`src/rtl/opshift_pkg.sv`:
```
package opshift_pkg;

    typedef enum logic [1:0] {
        SH_LSL = 2'd0,
        SH_LSR = 2'd1,
        SH_ASR = 2'd2,
        SH_ROR = 2'd3
    } sh_type_e;

    typedef enum logic [2:0] {
        AC_KEEP   = 3'd0,
        AC_PART   = 3'd1,
        AC_WHOLE  = 3'd2,
        AC_BEYOND = 3'd3,
        AC_RRX    = 3'd4
    } amt_class_e;

endpackage

```
`src/rtl/opshift_amt_decode.sv`:
```
module opshift_amt_decode
    import opshift_pkg::*;
#(
    parameter int DATA_W    = 32,
    parameter int REG_AMT_W = 8,
    parameter int AMT_W     = $clog2(DATA_W)
) (
    input  sh_type_e             shtype,
    input  logic                 use_reg,
    input  logic [AMT_W-1:0]     imm_amt,
    input  logic [REG_AMT_W-1:0] reg_amt,
    output amt_class_e           cls,
    output logic [AMT_W-1:0]     amt
);

    localparam logic [REG_AMT_W-1:0] FULL_AMT = REG_AMT_W'(DATA_W);

    always_comb begin
        cls = AC_KEEP;
        amt = '0;
        if (use_reg) begin
            if (reg_amt == '0) begin
                cls = AC_KEEP;
            end else if (shtype == SH_ROR) begin
                amt = reg_amt[AMT_W-1:0];
                cls = (reg_amt[AMT_W-1:0] == '0) ? AC_WHOLE : AC_PART;
            end else if (reg_amt < FULL_AMT) begin
                amt = reg_amt[AMT_W-1:0];
                cls = AC_PART;
            end else if (reg_amt == FULL_AMT) begin
                cls = AC_WHOLE;
            end else begin
                cls = AC_BEYOND;
            end
        end else begin
            if (imm_amt == '0) begin
                unique case (shtype)
                    SH_LSL:         cls = AC_KEEP;
                    SH_LSR, SH_ASR: cls = AC_WHOLE;
                    SH_ROR:         cls = AC_RRX;
                    default:        cls = AC_KEEP;
                endcase
            end else begin
                amt = imm_amt;
                cls = AC_PART;
            end
        end
    end

endmodule

```
`src/rtl/opshift_barrel.sv`:
```
module opshift_barrel #(
    parameter int DATA_W = 32,
    parameter int AMT_W  = $clog2(DATA_W)
) (
    input  logic [DATA_W-1:0] rm,
    input  logic [AMT_W-1:0]  amt,
    output logic [DATA_W-1:0] lsl_res,
    output logic              lsl_c,
    output logic [DATA_W-1:0] lsr_res,
    output logic              lsr_c,
    output logic [DATA_W-1:0] asr_res,
    output logic              asr_c,
    output logic [DATA_W-1:0] ror_res,
    output logic              ror_c
);

    logic [DATA_W:0]     lsl_ext;
    logic [DATA_W:0]     lsr_ext;
    logic [DATA_W:0]     asr_ext;
    logic [2*DATA_W-1:0] ror_dbl;

    // A guard bit beside the word catches the last bit shifted out.
    always_comb begin
        lsl_ext = {1'b0, rm} << amt;
        lsr_ext = {rm, 1'b0} >> amt;
        asr_ext = $signed({rm, 1'b0}) >>> amt;
        ror_dbl = {rm, rm} >> amt;
    end

    always_comb begin
        lsl_res = lsl_ext[DATA_W-1:0];
        lsl_c   = lsl_ext[DATA_W];
        lsr_res = lsr_ext[DATA_W:1];
        lsr_c   = lsr_ext[0];
        asr_res = asr_ext[DATA_W:1];
        asr_c   = asr_ext[0];
        ror_res = ror_dbl[DATA_W-1:0];
        ror_c   = ror_dbl[DATA_W-1];
    end

endmodule

```
`src/rtl/opshift_select.sv`:
```
module opshift_select
    import opshift_pkg::*;
#(
    parameter int DATA_W = 32
) (
    input  sh_type_e          shtype,
    input  amt_class_e        cls,
    input  logic [DATA_W-1:0] rm,
    input  logic              cin,
    input  logic [DATA_W-1:0] lsl_res,
    input  logic              lsl_c,
    input  logic [DATA_W-1:0] lsr_res,
    input  logic              lsr_c,
    input  logic [DATA_W-1:0] asr_res,
    input  logic              asr_c,
    input  logic [DATA_W-1:0] ror_res,
    input  logic              ror_c,
    output logic [DATA_W-1:0] opnd,
    output logic              cout
);

    localparam int MSB = DATA_W - 1;

    logic [DATA_W-1:0] sign_fill;

    always_comb sign_fill = {DATA_W{rm[MSB]}};

    always_comb begin
        opnd = rm;
        cout = cin;
        unique case (cls)
            AC_KEEP: begin
                opnd = rm;
                cout = cin;
            end
            AC_PART: begin
                unique case (shtype)
                    SH_LSL: begin opnd = lsl_res; cout = lsl_c; end
                    SH_LSR: begin opnd = lsr_res; cout = lsr_c; end
                    SH_ASR: begin opnd = asr_res; cout = asr_c; end
                    SH_ROR: begin opnd = ror_res; cout = ror_c; end
                    default: begin opnd = rm; cout = cin; end
                endcase
            end
            AC_WHOLE: begin
                unique case (shtype)
                    SH_LSL: begin opnd = '0;        cout = rm[0];   end
                    SH_LSR: begin opnd = '0;        cout = rm[MSB]; end
                    SH_ASR: begin opnd = sign_fill; cout = rm[MSB]; end
                    SH_ROR: begin opnd = rm;        cout = rm[MSB]; end
                    default: begin opnd = rm; cout = cin; end
                endcase
            end
            AC_BEYOND: begin
                unique case (shtype)
                    SH_LSL, SH_LSR: begin opnd = '0; cout = 1'b0; end
                    SH_ASR: begin opnd = sign_fill; cout = rm[MSB]; end
                    SH_ROR: begin opnd = rm;        cout = rm[MSB]; end
                    default: begin opnd = rm; cout = cin; end
                endcase
            end
            AC_RRX: begin
                opnd = {cin, rm[MSB:1]};
                cout = rm[0];
            end
            default: begin
                opnd = rm;
                cout = cin;
            end
        endcase
    end

endmodule

```
`src/rtl/opnd_shifter.sv`:
```
module opnd_shifter
    import opshift_pkg::*;
#(
    parameter int DATA_W    = 32,
    parameter int REG_AMT_W = 8
) (
    input  logic [DATA_W-1:0]         rm_i,
    input  logic [1:0]                shtype_i,
    input  logic                      use_reg_i,
    input  logic [$clog2(DATA_W)-1:0] imm_amt_i,
    input  logic [REG_AMT_W-1:0]      reg_amt_i,
    input  logic                      carry_i,
    output logic [DATA_W-1:0]         opnd_o,
    output logic                      carry_o
);

    localparam int AMT_W = $clog2(DATA_W);
    localparam int MSB   = DATA_W - 1;
    localparam logic [REG_AMT_W-1:0] FULL_AMT = REG_AMT_W'(DATA_W);

    sh_type_e          shtype;
    amt_class_e        cls;
    logic [AMT_W-1:0]  amt;
    logic [DATA_W-1:0] lsl_res, lsr_res, asr_res, ror_res;
    logic              lsl_c, lsr_c, asr_c, ror_c;

    always_comb shtype = sh_type_e'(shtype_i);

    opshift_amt_decode #(
        .DATA_W   (DATA_W),
        .REG_AMT_W(REG_AMT_W),
        .AMT_W    (AMT_W)
    ) u_decode (
        .shtype  (shtype),
        .use_reg (use_reg_i),
        .imm_amt (imm_amt_i),
        .reg_amt (reg_amt_i),
        .cls     (cls),
        .amt     (amt)
    );

    opshift_barrel #(
        .DATA_W(DATA_W),
        .AMT_W (AMT_W)
    ) u_barrel (
        .rm      (rm_i),
        .amt     (amt),
        .lsl_res (lsl_res),
        .lsl_c   (lsl_c),
        .lsr_res (lsr_res),
        .lsr_c   (lsr_c),
        .asr_res (asr_res),
        .asr_c   (asr_c),
        .ror_res (ror_res),
        .ror_c   (ror_c)
    );

    opshift_select #(
        .DATA_W(DATA_W)
    ) u_select (
        .shtype  (shtype),
        .cls     (cls),
        .rm      (rm_i),
        .cin     (carry_i),
        .lsl_res (lsl_res),
        .lsl_c   (lsl_c),
        .lsr_res (lsr_res),
        .lsr_c   (lsr_c),
        .asr_res (asr_res),
        .asr_c   (asr_c),
        .ror_res (ror_res),
        .ror_c   (ror_c),
        .opnd    (opnd_o),
        .cout    (carry_o)
    );

    // Port-level checks of the boundary encodings.
    always_comb begin
        if (use_reg_i && reg_amt_i == '0)
            AST_REG_ZERO_PASS: assert (opnd_o == rm_i && carry_o == carry_i);
        if (use_reg_i && shtype_i == 2'b00 && reg_amt_i > FULL_AMT)
            AST_LSL_BEYOND_CLEAR: assert (opnd_o == '0 && carry_o == 1'b0);
        if (use_reg_i && shtype_i == 2'b01 && reg_amt_i > FULL_AMT)
            AST_LSR_BEYOND_CLEAR: assert (opnd_o == '0 && carry_o == 1'b0);
        if (use_reg_i && shtype_i == 2'b10 && reg_amt_i >= FULL_AMT)
            AST_ASR_SIGN_FILL: assert (opnd_o == {DATA_W{rm_i[MSB]}} && carry_o == rm_i[MSB]);
        if (use_reg_i && shtype_i == 2'b11 && reg_amt_i != '0 && reg_amt_i[AMT_W-1:0] == '0)
            AST_ROR_FULL_TURN: assert (opnd_o == rm_i && carry_o == rm_i[MSB]);
        if (!use_reg_i && shtype_i == 2'b00 && imm_amt_i == '0)
            AST_IMM_LSL_ZERO: assert (opnd_o == rm_i && carry_o == carry_i);
        if (!use_reg_i && shtype_i == 2'b01 && imm_amt_i == '0)
            AST_IMM_LSR_ZERO: assert (opnd_o == '0 && carry_o == rm_i[MSB]);
        if (!use_reg_i && shtype_i == 2'b11 && imm_amt_i == '0)
            AST_IMM_RRX: assert (opnd_o == {carry_i, rm_i[MSB:1]} && carry_o == rm_i[0]);
    end

endmodule

```
`config.mk`:
```
export PLATFORM = sky130hd
export DESIGN_NAME = opnd_shifter
export DESIGN_NICKNAME = d
export VERILOG_FILES = /design/src/rtl/opshift_pkg.sv /design/src/rtl/opshift_amt_decode.sv /design/src/rtl/opshift_barrel.sv /design/src/rtl/opshift_select.sv /design/src/rtl/opnd_shifter.sv
export SDC_FILE = /design/constraint.sdc
export NUM_CORES = 1
export LEC_CHECK = 0
export CAP_MARGIN = 20
export CORE_AREA = 2 2 129 131
export DETAILED_ROUTE_END_ITERATION = 16
export DIE_AREA = 0 0 131 133
export PLACE_DENSITY = 0.65
export SYNTH_ARGS = -nofsm -noshare
export SYNTH_HDL_FRONTEND = slang
export SYNTH_SLANG_ARGS = --single-unit
```
`constraint.sdc`:
```
create_clock -name vclk -period 2.63
set_input_delay 0.263 -clock vclk [all_inputs]
set_output_delay 0.263 -clock vclk [all_outputs]
set_load 0.01 [all_outputs]
```
==> impl_metrics.xml, run 1 <==
<?xml version="1.0" encoding="UTF-8"?>
<metrics>
  <group name="run_status">
    <metric name="status" unit="">aborted with a tool error</metric>
    <metric name="failing_step" unit="">5_1_grt</metric>
    <metric name="stop_error" unit="">[ERROR GRT-0116] Global routing finished with congestion. Check the congestion regions in the DRC Viewer.</metric>
  </group>
  <group name="placed_design">
    <metric name="hpwl" unit="µm">38030</metric>
    <metric name="dpl.cell_count" unit="">1692</metric>
    <metric name="buffer_ports.inserted" unit="">82</metric>
    <metric name="globalplace.congestion" unit="">1.185</metric>
    <metric name="pre_cts_slack" unit="ps">-1797</metric>
  </group>
  <group name="die">
    <metric name="dieHeight" unit="µm">133</metric>
    <metric name="die_w" unit="µm">131</metric>
    <metric name="initial_standard_cell_utilization_of_the_core" unit="%">43.58</metric>
    <metric name="core_rows" unit="">47</metric>
    <metric name="boundaryPins" unit="">82</metric>
  </group>
  <group name="logic_synthesis">
    <metric name="syn-num-nets" unit="">1088</metric>
    <metric name="netlist-cell-type-count" unit="">89</metric>
    <metric name="synthesis.yosys.warnings" unit="">0</metric>
    <metric name="sequential_to_total_area_share_from_yosys_stat" unit="%">0</metric>
    <metric name="synthTopCellsByArea" unit="">mux2i_1, nand2_1, a21oi_1</metric>
    <metric name="ys_top_cells_by_count" unit="">nand2_1, mux2i_1, a21oi_1</metric>
    <metric name="synthDominantCellAreaShare" unit="%">12.64</metric>
    <metric name="syn-instance-count" unit="">1035</metric>
    <metric name="yosysMostFrequentCell" unit="">nand2_1</metric>
    <metric name="syn-mean-instance-area" unit="µm²">6.810</metric>
    <metric name="synth.cell_area" unit="mm²">0.007048</metric>
    <metric name="yosys.area.top_type" unit="">mux2i_1</metric>
  </group>
  <group name="grt">
    <metric name="globalRoute.totalOverflow" unit="">102</metric>
    <metric name="maximum_number_of_pins_on_one_net_before_global_route_repair" unit="">32</metric>
    <metric name="grt_pass1_vias" unit="">15420</metric>
    <metric name="gr-usage-all-layers" unit="%">77.31</metric>
    <metric name="grt_pass1_wl" unit="µm">100600</metric>
  </group>
  <group name="clock_tree">
    <metric name="holdBufCountCts" unit="">0</metric>
  </group>
</metrics>
==> metal layers <==
metal | GRT overflow | GRT usage [%]
met1 | 0 | 81.07
met5 | 0 | 16.18
met4 | 38 | 69.56
met3 | 3 | 64.98
met2 | 61 | 91.45
==> through the flow <==
step                area [µm²]  hold slack, ps
CTS                      13850            1248
detailed placement       11430            1590
floorplan                 7178           668.9
global placement         11430            1605
==> cells by family after synthesis <==
family | after synthesis | synth area share [%]
buffers and inverters | 145 | 9.906
muxes | 131 | 20.98
and+or+nand+nor | 285 | 18.14
AOI/OAI and AO/OA | 470 | 50.26
adders and majority gates | 4 | 0.7101
==> repair_timing <==
| action | 4_1_cts |
|---|---|
| buffers inserted | 103 |
| gates resized for setup | 534 |
| pin swaps | 120 |
| endpoints found under the setup margin | 33 |
| cloned | 10 |
==> inputs of run 2 (changes only) <==
--- a/config.mk
+++ b/config.mk
@@ -6,10 +6,10 @@
 export NUM_CORES = 1
 export LEC_CHECK = 0
 export CAP_MARGIN = 20
-export CORE_AREA = 2 2 129 131
+export CORE_AREA = 2 2 157 159
 export DETAILED_ROUTE_END_ITERATION = 16
-export DIE_AREA = 0 0 131 133
-export PLACE_DENSITY = 0.65
+export DIE_AREA = 0 0 159 161
+export PLACE_DENSITY_LB_ADDON = 0.15
 export SYNTH_ARGS = -nofsm -noshare
 export SYNTH_HDL_FRONTEND = slang
 export SYNTH_SLANG_ARGS = --single-unit
==> constraint.sdc (replaced) <==
create_clock -name vclk -period 3.4
set_input_delay 0.34 -clock vclk [all_inputs]
set_output_delay 0.34 -clock vclk [all_outputs]
set_load 0.01 [all_outputs]
==> impl_metrics.xml, run 2 <==
<?xml version="1.0" encoding="UTF-8"?>
<metrics>
  <group name="cells_and_area">
    <metric name="mostFrequentLayoutCell" unit="">buf_4</metric>
    <metric name="layout.cells.most_common_list" unit="">buf_4, nand2_1, a21oi_1</metric>
    <metric name="diodes_inserted" unit="">0</metric>
    <metric name="syn_to_final_growth" unit="%">91.46</metric>
    <metric name="design.seq.count" unit="">0</metric>
    <metric name="layout.filler_cells" unit="">2307</metric>
    <metric name="stdcell_count" unit="">1886</metric>
    <metric name="regArea" unit="µm²">0</metric>
    <metric name="area_of_all_placed_cells_without_fillers" unit="mm²">0.01349</metric>
    <metric name="final_net_count" unit="">1617</metric>
    <metric name="clkbuf_count" unit="">0</metric>
    <metric name="drive_gt1_share" unit="%">53.78</metric>
  </group>
  <group name="placed_design">
    <metric name="globalplace.congestion" unit="">1.094</metric>
    <metric name="buffer_ports.inserted" unit="">82</metric>
    <metric name="dpl.cell_count" unit="">1827</metric>
    <metric name="place_area" unit="mm²">0.01183</metric>
    <metric name="hpwl" unit="µm">40960</metric>
  </group>
  <group name="setup_path">
    <metric name="setup.worst_path.start" unit="">shtype_i[1]</metric>
    <metric name="timing.critical_path.arrival" unit="ps">3190</metric>
    <metric name="crit_required" unit="ps">3060</metric>
    <metric name="crit_path_start_kind" unit="">input port</metric>
    <metric name="type_of_element_capturing_the_critical_path" unit="">output pin</metric>
    <metric name="timing.setup.critical_path_class" unit="">in2out</metric>
    <metric name="critical_path_peak_fanout" unit="">7</metric>
  </group>
  <group name="pwr">
    <metric name="sum_of_internal_switching_and_leakage_power" unit="mW">3.242</metric>
    <metric name="power.ir.vdd_worst" unit="mV">0.1196</metric>
    <metric name="power.leakage" unit="nW">5.902</metric>
    <metric name="areal_power_density_over_the_cells" unit="mW/mm²">240.2</metric>
  </group>
  <group name="route">
    <metric name="wl" unit="µm">52410</metric>
    <metric name="dr.first_iter.drc_count" unit="">1453</metric>
    <metric name="avgRoutedWirePerCell" unit="µm">27.79</metric>
    <metric name="detailroute.via_count" unit="">12180</metric>
    <metric name="firstDrtPassIters" unit="">6</metric>
    <metric name="drt_drc_violations_left" unit="">0</metric>
    <metric name="vias_per_cell" unit="">6.460</metric>
    <metric name="postRouteAntennaNets" unit="">0</metric>
  </group>
  <group name="logic_synthesis">
    <metric name="ys_top_cells_by_count" unit="">nand2_1, mux2i_1, a21oi_1</metric>
    <metric name="synthTopCellsByArea" unit="">mux2i_1, nand2_1, a21oi_1</metric>
    <metric name="syn-num-nets" unit="">1088</metric>
    <metric name="yosysMostFrequentCell" unit="">nand2_1</metric>
    <metric name="syn-instance-count" unit="">1035</metric>
    <metric name="yosys.area.top_type" unit="">mux2i_1</metric>
    <metric name="synthesis.yosys.warnings" unit="">0</metric>
    <metric name="synth.cell_area" unit="mm²">0.007048</metric>
    <metric name="sequential_to_total_area_share_from_yosys_stat" unit="%">0</metric>
    <metric name="synthDominantCellAreaShare" unit="%">12.64</metric>
    <metric name="syn-mean-instance-area" unit="µm²">6.810</metric>
    <metric name="netlist-cell-type-count" unit="">89</metric>
  </group>
  <group name="die">
    <metric name="dieHeight" unit="µm">161</metric>
    <metric name="die_w" unit="µm">159</metric>
    <metric name="core_region_area" unit="mm²">0.02396</metric>
    <metric name="die_area" unit="mm²">0.02560</metric>
    <metric name="initial_standard_cell_utilization_of_the_core" unit="%">29.41</metric>
    <metric name="core_rows" unit="">57</metric>
    <metric name="boundaryPins" unit="">82</metric>
  </group>
  <group name="grt">
    <metric name="antenna_violations_before_repair" unit="">1</metric>
    <metric name="grt_most_used_layer" unit="">met2</metric>
    <metric name="grt_pass1_wl" unit="µm">76640</metric>
    <metric name="globalRouteMet2Util" unit="%">61.56</metric>
    <metric name="global_routing_usage_on_met3" unit="%">7.216</metric>
    <metric name="globalRoute.totalOverflow" unit="">0</metric>
    <metric name="maximum_number_of_pins_on_one_net_before_global_route_repair" unit="">34</metric>
    <metric name="grtUsageMet1" unit="%">51.49</metric>
    <metric name="gr-usage-all-layers" unit="%">39.37</metric>
    <metric name="grt_pass1_vias" unit="">11760</metric>
  </group>
  <group name="timing">
    <metric name="maxSlewHeadroom" unit="%">49.79</metric>
    <metric name="achievable-frequency" unit="MHz">283.7</metric>
    <metric name="slew_at_the_pin_closest_to_its_max_slew_limit" unit="ps">750.3</metric>
    <metric name="setup_repair_after_global_routing_missed_its_margin" unit="">yes</metric>
    <metric name="finalWorstPathRequiredPeriod" unit="ps">3525</metric>
    <metric name="report.final.slew_viol_count" unit="">0</metric>
    <metric name="timing.final.crit_share" unit="%">103.7</metric>
    <metric name="setup_viol" unit="">14</metric>
    <metric name="hold_viol_final" unit="">0</metric>
    <metric name="postLayoutSetupSlackWorst" unit="ps">-125.0</metric>
  </group>
  <group name="hold_path">
    <metric name="number_of_instances_on_the_worst_hold_path" unit="">3</metric>
    <metric name="hold_start" unit="">carry_i</metric>
    <metric name="hp-class" unit="">in2out</metric>
  </group>
  <group name="flow_run">
    <metric name="max_cap_violations" unit="">0</metric>
  </group>
  <group name="run_status">
    <metric name="violations" unit="">negative setup slack</metric>
    <metric name="status" unit="">complete, but fails checks</metric>
  </group>
  <group name="clock_tree">
    <metric name="holdBufCountCts" unit="">0</metric>
  </group>
</metrics>
## run 2: final cells by class
| cell class | instances | area [µm²] | area share, % |
|---|---|---|---|
| Multi-Input combinational cell | 890 | 7495 | 55.54 |
| Timing Repair Buffer | 651 | 5515 | 40.87 |
| Inverter | 21 | 78.83 | 0.5841 |
| Tap cell | 324 | 405.4 | 3.004 |
## run 2: final timing paths
check / end
setup / recovery: opnd_o[10]
hold / removal: carry_o
## run 2: layer usage
| metal | up-vias | part of all wire (%) |
|---|---|---|
| met3 | 241 | 11 |
| met2 | 961 | 43 |
| met5 | - | 0.025 |
| li1 | 5208 | - |
| met4 | 2 | 6.9 |
| met1 | 5771 | 39 |
## run 2: timing repair
| action | CTS | global route |
|---|---|---|
| gates cloned | 5 | 0 |
| pin swaps | 63 | 52 |
| gates resized for setup | 339 | 114 |
| setup buffers | 47 | 22 |
| endpoints found under the setup margin | 33 | 33 |
## run 2: where the power goes
group	switching, mW	internal [mW]	leakage (nW)
clock	0	0	0
combinational	1.71	1.53	5.90
sequential	0	0	0
total	1.71	1.53	5.90
## run 2: worst max-delay path: stages
cell and delay (ps):
buf_8 100, ha_4 190, o31ai_4 350, buf_4 180, buf_8 130, buf_6 100
mux2_4 290, a222oi_1 260, buf_4 240, o21ai_2 100, a311oi_2 340, a221o_1 230
o211ai_1 150, buf_2 180
## run 2: cells by family (layout without fill, tap and decap cells)
kind of cell               after synthesis  in the layout  share of synthesized area [%]
adders and majority gates                4              4                         0.7101
buffers and inverters                  145            672                          9.906
muxes                                  131            131                          20.98
and+or+nand+nor                        285            285                          18.14
AOI/OAI and AO/OA                      470            470                          50.26
## run 2: stage by stage
stage	util, %	TNS [ps]	hold slack [ps]	setup WS [ps]
5_1_grt	56.31	-1715	1444	-160.4
4_1_cts	54.28	-80.39	1430	-70.79
3_3_place_gp	49.37	-29510	1756	-1148
3_5_place_dp	49.37	-29220	1766	-1097
6_report	56.31	-520.9	1446	-125.0
2_1_floorplan	-	0	822.9	398.8
No activity file was read; power rests on OpenSTA's default activity.
